===== src/rtl/spi_master_csr.sv =====
module spi_master_csr #(
  parameter int BASE_HALF = 32
) (
  input  logic       clk,
  input  logic       rst_n,
  input  logic       wr_en,
  input  logic       addr,
  input  logic [7:0] wdata,
  output logic [7:0] rdata,
  output logic       sclk,
  output logic       mosi,
  input  logic       miso,
  output logic       ss_n,
  input  logic       dev_irq_n,
  output logic [3:0] host_irq
);
  localparam int CW   = (BASE_HALF > 1) ? $clog2(BASE_HALF) : 1;
  localparam int NB   = 8;
  localparam int BCW  = $clog2(NB + 1);

  logic [1:0]     irq_sel, rate, x_rate;
  logic           irq_en, lsb_first, x_lsb;
  logic           busy, cap, sclk_q;
  logic [CW-1:0]  cnt, half_m1;
  logic [BCW-1:0] nfall;
  logic [NB-1:0]  sh;
  logic [1:0]     sync_q;
  logic           irq_act;

  assign half_m1 = CW'((BASE_HALF >> x_rate) - 1);
  assign irq_act = sync_q[1];

  always_ff @(posedge clk) begin
    if (!rst_n) sync_q <= 2'b00;
    else        sync_q <= {sync_q[0], ~dev_irq_n};
  end

  always_ff @(posedge clk) begin
    if (!rst_n) begin
      irq_sel   <= '0;
      rate      <= '0;
      irq_en    <= 1'b0;
      lsb_first <= 1'b0;
      x_rate    <= '0;
      x_lsb     <= 1'b0;
      busy      <= 1'b0;
      cap       <= 1'b0;
      sclk_q    <= 1'b0;
      cnt       <= '0;
      nfall     <= '0;
      sh        <= '0;
    end else begin
      if (wr_en && !addr)
        {irq_sel, rate, irq_en, lsb_first} <= wdata[7:2];
      if (!busy) begin
        if (wr_en && addr) begin
          sh     <= wdata;
          busy   <= 1'b1;
          x_rate <= rate;
          x_lsb  <= lsb_first;
          cnt    <= '0;
          nfall  <= '0;
        end
      end else if (cnt == half_m1) begin
        cnt    <= '0;
        sclk_q <= ~sclk_q;
        if (!sclk_q) begin
          cap <= miso;
        end else begin
          sh    <= x_lsb ? {cap, sh[NB-1:1]} : {sh[NB-2:0], cap};
          nfall <= nfall + 1'b1;
          if (nfall == BCW'(NB - 1)) busy <= 1'b0;
        end
      end else begin
        cnt <= cnt + 1'b1;
      end
    end
  end

  assign sclk     = sclk_q;
  assign ss_n     = ~busy;
  assign mosi     = busy & (x_lsb ? sh[0] : sh[NB-1]);
  assign rdata    = addr ? sh : {irq_sel, rate, irq_en, lsb_first, irq_act, busy};
  assign host_irq = (irq_en && irq_act) ? (4'b0001 << irq_sel) : 4'b0000;
endmodule


===== config.mk =====
export PLATFORM = sky130hd
export DESIGN_NAME = spi_master_csr
export DESIGN_NICKNAME = d
export VERILOG_FILES = /design/src/rtl/spi_master_csr.sv
export SDC_FILE = /design/constraint.sdc
export NUM_CORES = 1
export LEC_CHECK = 0
export ABC_AREA = 1
export CELL_PAD_IN_SITES_DETAIL_PLACEMENT = 0
export CELL_PAD_IN_SITES_GLOBAL_PLACEMENT = 1
export CORE_MARGIN = 10
export CORE_UTILIZATION = 38
export CTS_BUF_LIST = sky130_fd_sc_hd__clkbuf_8
export CTS_CLUSTER_DIAMETER = 100
export DETAILED_ROUTE_END_ITERATION = 6
export PLACE_DENSITY_LB_ADDON = 0.1
export RECOVER_POWER = 25
export SLEW_MARGIN = 20
export SYNTH_ARGS = -nofsm -noshare
export SYNTH_HDL_FRONTEND = slang
export SYNTH_SLANG_ARGS = --single-unit

===== constraint.sdc =====
create_clock -name clk -period 1.8 [get_ports clk]
set_clock_uncertainty 0.2 [all_clocks]
set_input_delay 0.36 -clock clk [delete_from_list [all_inputs] [get_ports clk]]
set_output_delay 0.36 -clock clk [all_outputs]
set_load 0.01 [all_outputs]

==> flow_summary.yaml, run 1 <==
layout:
  final_cell_area_um2: 2220
  num-fill-cells: 479
  antenna_cells_inserted: 0
  multi_input_comb_area_um2: 927
  final_cells: 361
  final_core_util_pct: 51.0
  syn2layout_area_growth_pct: 29.8
  nets: 324
  register_area_um2: 623
  drive_above_1_share_pct: 17.8
timing:
  slew_viol_final: 0
  tightest_slew_ps: 387
  fin_crit_sh_pct: 96.5
  postLayoutSetupSlackWorst_ps: 63.2
  fin_crit_ps: 1740
  fmax_ghz: 0.576
  slew_headroom_pct: 74.2
  finalSetupTns_ps: 0
  setup_viol: 0
  hold_viol_final: 0
  rsz0062_at_grt: "false"
logic_synthesis:
  async_reset_ff_share_pct: 0
  ys.flop_type: "dfxtp_1"
  yosys_warnings: 0
  syn_nets: 280
  ys_types: 25
  syn-instance-count: 264
  netlist_top_cells_area: "dfxtp_1, nand2_1, nor2_1"
  ys_seq_area_share_pct: 36.3
  ys_ff_latch: 31
  yosys.area.top_type: "dfxtp_1"
  synth.most_common_cell: "nand2_1"
  synth_edf_count: 0
  syn_avg_cell_area_um2: 6.48
  synth.top_cell.area_share_pct: 36.3
  synth_common_cells: "nand2_1, nor2_1, dfxtp_1, o21ai_0, inv_1"
  syn_area_um2: 1710
critical_path:
  start_kind: "register"
  critical_path_required_ps: 1240
  setup.worst_path.class: "reg2out"
  cpLargestDelayFamily: "buffers and inverters"
  arrival_ps: 1180
  crit_path_end_kind: "output pin"
  reg2reg_from: "cnt[0]"
  reg2reg_slack_ps: 150
  reg2reg_depth: 8
  path_buf_inv: 2
  crit_fanout: 4
  worstReg2RegEnd: "sh[5]"
  crit_slowest_cell: "dfxtp_1"
  worstPathCellList: "inv_1 -> nor3_1 -> clkdlybuf4s15_1"
  startpoint: "irq_sel[1]"
  critical-path-max-stage-delay_ps: 350
global_route:
  grt_overflow: 0
  grt_max_degree: 21
  grt.total_usage_pct: 13.1
  grt_first_pass_wirelength_mm: 8.07
  grt_pass1_vias: 1657
  antenna_found_initial: 0
detailed_routing:
  wl_per_cell_um: 13.0
  drc: 0
  viasPerCell: 4.75
  dr.pass1.iters: 4
  drtAntennaViolNets: 0
  vias: 1716
  finalWirelength_mm: 4.68
  drt_first_iter_violations: 64
worst_hold_path:
  min_delay_path_depth: 2
  hold_path.class: "reg2reg"
  hold_end: "sync_q[1]"
  holdCritStartpoint: "sync_q[0]"
place:
  post-place-ws_ps: -532
  place_area_um2: 2120
  dp.cells: 350
  port_buffers: 28
  gp_congestion: 0.808
  hpwl_mm: 3.42
outcome:
  status: "finished, final reports clean"
clocking:
  htreeDepth: 2
  clk_latency_ps: 290
  cts-root-buf: "clkbuf_8"
  cts_tree: "done"
  cts_buffer_depth: 2
  ctsHoldBuffers: 0
  cts_buffers: 5
  cts.sinks: 31
  clkTransAtPathRegs_ps: 70
floorplan:
  dieWidth_um: 87.1
  dieHeight_um: 87.1
  fp.dieArea_um2: 7580
  core-area_um2: 4350
  fp-row-count: 24
  pin_count: 29
  start_util_pct: 39.3
power:
  pwr_density_cell_nw_per_um2: 789
  ir_worst_vdd_v: 0.000389
  power.leakage_nw: 1.02
run:
  cap_violations: 0
power by group:
part | switching, mW | internal, mW | leakage [nW]
sequential | 0.0243 | 0.720 | 0.254
combinational | 0.161 | 0.119 | 0.706
clock | 0.279 | 0.448 | 0.0612
total | 0.465 | 1.29 | 1.02
stage by stage:
stage | hold WS [ps] | total power, mW
global route | 244 | 1.84
detailed placement | 204 | 1.05
global placement | 210 | 1.05
floorplan | 190 | 0.915
finish | 217 | 1.75
CTS | 223 | 1.77
final cells by class:
type / count / share of cell area [%]
clock buffer: 6 / 3.72
clock inverter: 2 / 1.58
inverter: 32 / 5.41
multi-input combinational: 191 / 41.7
sequential: 31 / 28.1
tap: 52 / 2.93
timing repair buffer: 46 / 16.2
timing repair inverter: 1 / 0.338
cells in the final DEF, fill, tap and decap left out, types with 2 or more instances in the layout:
cell type        synthesis  final
nand4_1                  3      3
dfxtp_2                  0      2
inv_1                   25     24
nor2_4                   2      2
o21ai_0                 26     26
clkdlybuf4s50_1          0     12
inv_2                    6      7
a21oi_1                 24     24
nand3_4                  2      2
clkbuf_8                 0      6
dfxtp_1                 31     29
nor3_1                   4      4
nand2_2                  2      2
nand2_1                 62     62
dlygate4sd2_1            0      4
o21ai_1                  2      2
buf_2                    4      2
xor2_1                   3      3
buf_4                    1     16
clkbuf_2                 0      8
nand3_1                 15     15
nor2_1                  40     40
how the worst max path moves through the flow:
stage	end	slack [ps]	depth (start not counted)
after floorplan	rdata[0]	190	4
after detailed placement	rdata[2]	-530	4
after global routing	host_irq[3]	4	3
final	host_irq[3]	60	3
after CTS	rdata[0]	6	4
after global placement	rdata[2]	-540	4
flip-flops by register name, indices dropped and copies added, names as in the netlist:
register   count
irq_sel        2
cnt            5
x_rate         2
x_lsb          1
sync_q         2
sh             8
cap            1
irq_en         1
sclk           1
lsb_first      1
busy           1
rate           2
nfall          4
layer usage:
metal  global-route usage [%]  wire [µm]  vias up
li1                         -          -      929
met1                     18.9       2520      749
met2                     17.4       1790       32
met3                     4.87        313        6
met4                     3.91         53        0
met5                        0          0        -
logic make-up after synthesis:
group | after synthesis | share of synthesized area, %
flops | 31 | 36.3
xor+xnor | 3 | 1.54
compound gates | 53 | 15.7
fa+ha+maj | 2 | 1.46
simple gates | 133 | 34.9
buf+inv | 42 | 10.2
tightest hold or removal path: cells and delay by family, from the launching register on:
family,cells,cell delay (ps)
flip-flops,1,310
AND/OR/NAND/NOR,1,50
buffers and inverters,1,40
repair_timing:
action,4_1_cts,5_1_grt
endpoints found under the setup margin,14,22
gates cloned,1,0
setup buffers,0,2
resized for setup,26,26
No activity file was read; power rests on OpenSTA's default activity.
==> inputs of run 2 (changes only) <==
- GPL_TIMING_DRIVEN: not set -> 1
==> results of run 2 <==
Same layout as run 1: the final DEF is identical, and so are final timing and power.
